## src/rtl/rtc_alarm_pkg.sv

```systemverilog
package rtc_alarm_pkg;
  localparam int NUM_FIELDS = 4;
  localparam int REG_W      = 8;
  localparam int VAL_W      = REG_W - 1;
  localparam int SEL_W      = $clog2(NUM_FIELDS);

  localparam logic [SEL_W-1:0] IDX_SEC  = 2'd0;
  localparam logic [SEL_W-1:0] IDX_MIN  = 2'd1;
  localparam logic [SEL_W-1:0] IDX_HOUR = 2'd2;
  localparam logic [SEL_W-1:0] IDX_DATE = 2'd3;

  typedef enum logic [2:0] {
    RPT_MONTH,
    RPT_DAY,
    RPT_HOUR,
    RPT_MINUTE,
    RPT_SECOND
  } rpt_mode_e;

  typedef logic [NUM_FIELDS-1:0][REG_W-1:0] alarm_bank_t;
  typedef logic [NUM_FIELDS-1:0][VAL_W-1:0] cal_bank_t;

  function automatic logic [6:0] bcd_bin(input logic [2:0] tens, input logic [3:0] ones);
    return 7'(tens) * 7'd10 + 7'(ones);
  endfunction

  function automatic logic value_ok(input logic [SEL_W-1:0] idx, input logic [VAL_W-1:0] v);
    case (idx)
      IDX_SEC, IDX_MIN: return bcd_bin(v[6:4], v[3:0]) <= 7'd59;
      IDX_HOUR:         return bcd_bin({1'b0, v[5:4]}, v[3:0]) <= 7'd23;
      default:          return bcd_bin({2'b00, v[4]}, v[3:0]) != 7'd0;
    endcase
  endfunction
endpackage

```

## src/rtl/rtc_alarm_regs.sv

```systemverilog
module rtc_alarm_regs
  import rtc_alarm_pkg::*;
(
  input  logic             clk_i,
  input  logic             rst_ni,
  input  logic             wr_en_i,
  input  logic [SEL_W-1:0] wr_sel_i,
  input  logic [REG_W-1:0] wr_data_i,
  output alarm_bank_t      bank_o
);
  for (genvar i = 0; i < NUM_FIELDS; i++) begin : g_field
    logic [REG_W-1:0] q;
    logic             accept;

    assign accept = wr_en_i && (wr_sel_i == SEL_W'(i))
                    && value_ok(SEL_W'(i), wr_data_i[VAL_W-1:0]);

    always_ff @(posedge clk_i or negedge rst_ni) begin
      if (!rst_ni)     q <= '0;
      else if (accept) q <= wr_data_i;
    end

    assign bank_o[i] = q;
  end
endmodule

```

## src/rtl/rtc_alarm_mode_dec.sv

```systemverilog
module rtc_alarm_mode_dec
  import rtc_alarm_pkg::*;
(
  input  alarm_bank_t           bank_i,
  output logic [NUM_FIELDS-1:0] cmp_en_o
);
  logic [NUM_FIELDS-1:0] mask;
  rpt_mode_e             mode;

  for (genvar i = 0; i < NUM_FIELDS; i++) begin : g_mask
    assign mask[i] = bank_i[i][REG_W-1];
  end

  // prefix pattern, date mask is the most significant bit
  always_comb begin
    unique case (mask)
      4'b0000: mode = RPT_MONTH;
      4'b1000: mode = RPT_DAY;
      4'b1100: mode = RPT_HOUR;
      4'b1110: mode = RPT_MINUTE;
      default: mode = RPT_SECOND;
    endcase
  end

  always_comb begin
    unique case (mode)
      RPT_MONTH:  cmp_en_o = 4'b1111;
      RPT_DAY:    cmp_en_o = 4'b0111;
      RPT_HOUR:   cmp_en_o = 4'b0011;
      RPT_MINUTE: cmp_en_o = 4'b0001;
      default:    cmp_en_o = 4'b0000;
    endcase
  end
endmodule

```

## src/rtl/rtc_alarm_cmp.sv

```systemverilog
module rtc_alarm_cmp
  import rtc_alarm_pkg::*;
(
  input  alarm_bank_t           bank_i,
  input  cal_bank_t             cal_i,
  input  logic [NUM_FIELDS-1:0] cmp_en_i,
  output logic                  hit_o
);
  logic [NUM_FIELDS-1:0] eq;

  for (genvar i = 0; i < NUM_FIELDS; i++) begin : g_eq
    assign eq[i] = (bank_i[i][VAL_W-1:0] == cal_i[i]);
  end

  assign hit_o = &(eq | ~cmp_en_i);
endmodule

```

## src/rtl/rtc_alarm.sv

```systemverilog
module rtc_alarm
  import rtc_alarm_pkg::*;
(
  input  logic             clk_i,
  input  logic             rst_ni,
  input  logic             tick_i,
  input  logic             wr_en_i,
  input  logic [SEL_W-1:0] wr_sel_i,
  input  logic [REG_W-1:0] wr_data_i,
  input  logic [SEL_W-1:0] rd_sel_i,
  output logic [REG_W-1:0] rd_data_o,
  input  logic [VAL_W-1:0] cal_sec_i,
  input  logic [VAL_W-1:0] cal_min_i,
  input  logic [VAL_W-1:0] cal_hour_i,
  input  logic [VAL_W-1:0] cal_date_i,
  output logic             irq_o
);
  alarm_bank_t           alarm_q;
  cal_bank_t             cal;
  logic [NUM_FIELDS-1:0] cmp_en;
  logic                  hit;
  logic                  tick_q;
  logic                  irq_q;

  assign cal[IDX_SEC]  = cal_sec_i;
  assign cal[IDX_MIN]  = cal_min_i;
  assign cal[IDX_HOUR] = cal_hour_i;
  assign cal[IDX_DATE] = cal_date_i;

  rtc_alarm_regs u_regs (
    .clk_i    (clk_i),
    .rst_ni   (rst_ni),
    .wr_en_i  (wr_en_i),
    .wr_sel_i (wr_sel_i),
    .wr_data_i(wr_data_i),
    .bank_o   (alarm_q)
  );

  rtc_alarm_mode_dec u_dec (
    .bank_i  (alarm_q),
    .cmp_en_o(cmp_en)
  );

  rtc_alarm_cmp u_cmp (
    .bank_i  (alarm_q),
    .cal_i   (cal),
    .cmp_en_i(cmp_en),
    .hit_o   (hit)
  );

  // evaluate only on the tick's rising edge
  always_ff @(posedge clk_i or negedge rst_ni) begin
    if (!rst_ni) begin
      tick_q <= 1'b0;
      irq_q  <= 1'b0;
    end else begin
      tick_q <= tick_i;
      irq_q  <= tick_i && !tick_q && hit;
    end
  end

  assign irq_o     = irq_q;
  assign rd_data_o = alarm_q[rd_sel_i];
endmodule

```

## config.mk

```make
export PLATFORM = sky130hd
export DESIGN_NAME = rtc_alarm
export DESIGN_NICKNAME = d
export VERILOG_FILES = /design/src/rtl/rtc_alarm_pkg.sv /design/src/rtl/rtc_alarm_regs.sv /design/src/rtl/rtc_alarm_mode_dec.sv /design/src/rtl/rtc_alarm_cmp.sv /design/src/rtl/rtc_alarm.sv
export SDC_FILE = /design/constraint.sdc
export NUM_CORES = 1
export LEC_CHECK = 0
export BUFFER_PORTS_ARGS = -buffer_cell sky130_fd_sc_hd__buf_2
export CORE_MARGIN = 1.5
export CORE_UTILIZATION = 40
export CTS_CLUSTER_DIAMETER = 150
export DETAILED_ROUTE_END_ITERATION = 10
export HOLD_SLACK_MARGIN = 0.15
export SLEW_MARGIN = 20
export SYNTH_ARGS = -nofsm -noshare
export SYNTH_HDL_FRONTEND = slang
export SYNTH_SLANG_ARGS = --single-unit
```

## constraint.sdc

```tcl
create_clock -name clk_i -period 3 [get_ports clk_i]
set_input_delay 0 -clock clk_i [delete_from_list [all_inputs] [get_ports clk_i]]
set_output_delay 0 -clock clk_i [all_outputs]
set_load 0.005 [all_outputs]
```

==> impl_summary.txt <==
----------------------------------------------------
[Outcome]
  Status ... finished clean

[Timing]
  Highest achievable clock rate ... 0.385 GHz
  PnR worst setup slack ... 0.403 ns
  Post-Route Hold Slack ... 0.233 ns
  Transition at the pin with the smallest max-transition slack ... 0.765 ns
  Final Cycle Share ... 86.6%
  Final number of setup-violating endpoints ... 0
  Worst-case clock skew ... 0.00482 ns
  Final Slew Violations ... 0
  Setup TNS ... 0 ns
  Minimum period implied by the final worst setup slack ... 2.60 ns
  Number of hold violations in the final report ... 0
  Slew headroom ... 49.0%
  Setup repair after global routing missed its margin ... false

[Synthesis]
  Summed instance area of the synthesized netlist ... 0.00208 mm2
  Post-synthesis average cell area ... 12.9 um2
  Number of synthesis warnings ... 0
  Number of synthesized register bits ... 34
  Number of different library cells in the post-synthesis netlist ... 31
  Net count after synthesis ... 216
  Sequential fraction of the synthesis area ... 40.8%
  Instance count of the mapped netlist ... 162

[Die]
  Die outline area ... 0.00565 mm2
  Die Y ... 75.2 um
  Area of the core ... 0.00507 mm2
  Placement row count ... 26
  Number of placed I/O pins ... 53
  Starting Density ... 41.1%
  Die boundary width ... 75.2 um

[Critical path]
  Critical path type ... in -> reg
  Delay of the slowest cell on the worst path ... 0.55 ns
  Arrival time at the worst endpoint ... 2.77 ns
  Destination of the worst register-to-register timing path ... irq_o
  Startpoint type of the worst setup path ... input pin
  Capturing element type of the critical path ... flop
  Flop2flop setup slack ... 1.07 ns
  Origin of the worst setup path ... wr_data_i[4]
  CP max FO ... 8
  Cell Chain, Critical Path ... dlygate4sd3_1 > buf_2 > ha_1 > fa_1 > xor2_1 > a311o_2 > a21oi_4 > mux2_2
  Data required time at the worst endpoint ... 3.17 ns
  Number of cells on the worst reg-to-reg path ... 5
  Startpoint of the worst register-to-register path ... u_regs.g_field[3].q[6]
  Max stage delay cell, worst path ... dlygate4sd3_1

[Clock tree]
  Post-CTS setup repair buffer count ... 0
  Clock net sink count ... 34
  Root buffer cell ... clkbuf_8
  Count of hold buffers inserted by post-cts repair ... 10
  Number of CTS-inserted buffers ... 5
  TritonCTS clock tree ... done
  Clock tree buffer depth ... 2
  Clock-pin slew reported for the worst setup and hold paths after clock tree synthesis ... 0.07 ns
  Post-cts gate resize count ... 0
  Clock Latency Late Sink ... 0.29 ns
  Deepest level of the CTS H-tree ... 2

[Placed design]
  Routability Congestion ... 0.794
  Quantity of I/O buffers inserted on ports ... 52
  Worst setup slack before clock tree synthesis ... 0.669 ns
  Placement-stage cell area ... 0.00242 mm2
  HPWL after detailed placement ... 3.73 mm

[Power]
  Total power per unit cell area ... 565 mW/mm2
  Largest vdd supply drop ... 398 uV
  Reported leakage power ... 1.12 nW

[Job]
  Max-cap violations ... 0

[Layout]
  Ratio of cells with drive above 1 in the final layout ... 45.4%
  Post-route standard cell area excluding fillers ... 0.00260 mm2
  Number of antenna repair diodes ... 0
  Area added between synthesis and finish ... 24.9%
  Net total in the final layout ... 283
  Post-layout util ... 51.3%

[Global routing]
  Total global-route track usage ... 19.0%
  Vias in the first global route ... 1468
  Number of antenna violations at the first check in global routing ... 0
  First-pass GRT wire length ... 7.62 mm
  Maximum number of pins on one net before global-route repair ... 35
  Residual overflow from global routing ... 0

[Hold path]
  Hold EP ... irq_o
  Path category of the worst min-delay check ... in -> reg
  Count of cells along the worst hold path ... 6
  Source of the worst hold timing path ... cal_hour_i[2]

[Routing]
  Detailed-route wire length per cell ... 16.5 um
  WL final ... 4.93 mm
  Pre-Repair DR Iteration Count ... 5
  Wire length on met2 ... 2.24 mm
  Via/cell ratio ... 5.09
  DRC marker count from the first detailed-route iteration ... 49
  Number of remaining DRC errors ... 0
  Highest routing layer actually used ... met4
  Vias post-DR ... 1523
  Remaining number of nets flagged by the antenna check after routing ... 0
  Post-Route M1 WL ... 2.46 mm
  Routed met3 length ... 175 um

----------------------------------------------------
[sequential cells by signal (all words and copies together), names as in the netlist]
| register | cells |
|---|---|
| irq_o | 1 |
| u_regs.g_field.q | 32 |
| tick_q | 1 |
[area by class of cell]
class	count	area, um2
Clock buffer	5	68.8
Clock inverter	2	10.0
Fill cell	501	2470
Inverter	1	3.75
Multi-Input combinational cell	125	1220
Sequential cell	34	851
Tap cell	70	87.6
Timing Repair Buffer	62	360
[cells in the final DEF, fill, tap and decap left out]
master | synthesis | layout
buf_2 | 1 | 52
dfrtp_1 | 34 | 34
mux2_2 | 31 | 31
xnor2_1 | 16 | 16
xor2_1 | 13 | 13
dlygate4sd3_1 | 0 | 10
ha_1 | 9 | 9
mux4_2 | 8 | 8
nand4_1 | 5 | 5
nor4_1 | 5 | 5
o21ai_0 | 5 | 5
clkbuf_8 | 0 | 5
nor2_1 | 4 | 4
nand2_1 | 4 | 4
nor3_1 | 3 | 3
a21oi_1 | 3 | 3
nand3_1 | 3 | 3
a2111oi_0 | 2 | 2
a21oi_4 | 2 | 2
clkinv_2 | 0 | 2
nand2b_1 | 1 | 1
inv_1 | 1 | 1
a311o_2 | 1 | 1
and3_1 | 1 | 1
a211oi_1 | 1 | 1
a211oi_2 | 1 | 1
a21oi_2 | 1 | 1
and2_1 | 1 | 1
nor2b_1 | 1 | 1
and2b_2 | 1 | 1
mux2_1 | 1 | 1
nand3b_1 | 1 | 1
fa_1 | 1 | 1
[cells by family (layout without fill, tap and decap cells)]
kind of cell             count (synthesis)  count (layout)  share of synthesized area, %
XOR/XNOR                                29              29                          12.2
AND/OR/NAND/NOR                         30              30                          7.86
adder cells (fa/ha/maj)                 10              10                          6.36
flip-flops                              34              34                          40.8
buffers and inverters                    3              70                         0.600
AO/OA/AOI/OAI                           16              16                          6.24
multiplexers                            40              40                          25.9
[metrics by stage]
stage | power, mW | instances
6_report | 1.47 | 299
3_3_place_gp | 1.15 | 282
4_1_cts | 1.48 | 299
2_1_floorplan | 0.984 | 162
3_5_place_dp | 1.15 | 282
5_1_grt | 1.57 | 299
[Yosys cell counts]
cell,n,share of area (%)
a2111oi_0,2,0.84
a211oi_1,1,0.36
a211oi_2,1,0.60
a21oi_1,3,0.72
a21oi_2,1,0.42
a21oi_4,2,1.6
a311o_2,1,0.54
and2_1,1,0.30
and2b_2,1,0.42
and3_1,1,0.30
buf_1,1,0.18
buf_2,1,0.24
dfrtp_1,34,41
fa_1,1,0.96
ha_1,9,5.4
inv_1,1,0.18
mux2_1,1,0.54
mux2_2,31,17
mux4_2,8,8.6
nand2_1,4,0.72
nand2b_1,1,0.30
nand3_1,3,0.72
nand3b_1,1,0.36
nand4_1,5,1.5
nor2_1,4,0.72
nor2b_1,1,0.30
nor3_1,3,0.72
nor4_1,5,1.5
o21ai_0,5,1.2
xnor2_1,16,6.7
xor2_1,13,5.5
[worst max-delay path by stage]
stage / slack, ns / end / cells after the start
final: 0.40 / u_regs.g_field[1].q[0] / 8
after global routing: 0.27 / u_regs.g_field[1].q[4] / 9
after CTS: 0.43 / u_regs.g_field[1].q[0] / 8
after detailed placement: 0.67 / u_regs.g_field[1].q[4] / 7
after global placement: 0.73 / u_regs.g_field[1].q[3] / 7
after floorplan: 1.03 / u_regs.g_field[0].q[0] / 6
[routing by layer]
layer	vias to the layer above	track usage, %
li1	741	-
met1	737	27.2
met2	39	28.3
met3	6	4.02
met4	0	6.94
met5	-	0
[power by group]
| group | leakage (nW) | switching [mW] | internal, mW | total (mW) |
|---|---|---|---|---|
| Sequential | 0.405 | 0.119 | 0.574 | 0.693 |
| Combinational | 0.673 | 0.178 | 0.281 | 0.459 |
| Clock | 0.0438 | 0.162 | 0.156 | 0.317 |
| Total | 1.12 | 0.459 | 1.01 | 1.47 |
[critical path: cells and delay by family]
family                   cells  cell delay, ns
AO/OA/AOI/OAI                2            0.75
buffers and inverters        2            0.74
adder cells (fa/ha/maj)      2            0.71
multiplexers                 1            0.37
XOR/XNOR                     1            0.18
Note: power is estimated with default switching activity, not from simulation.
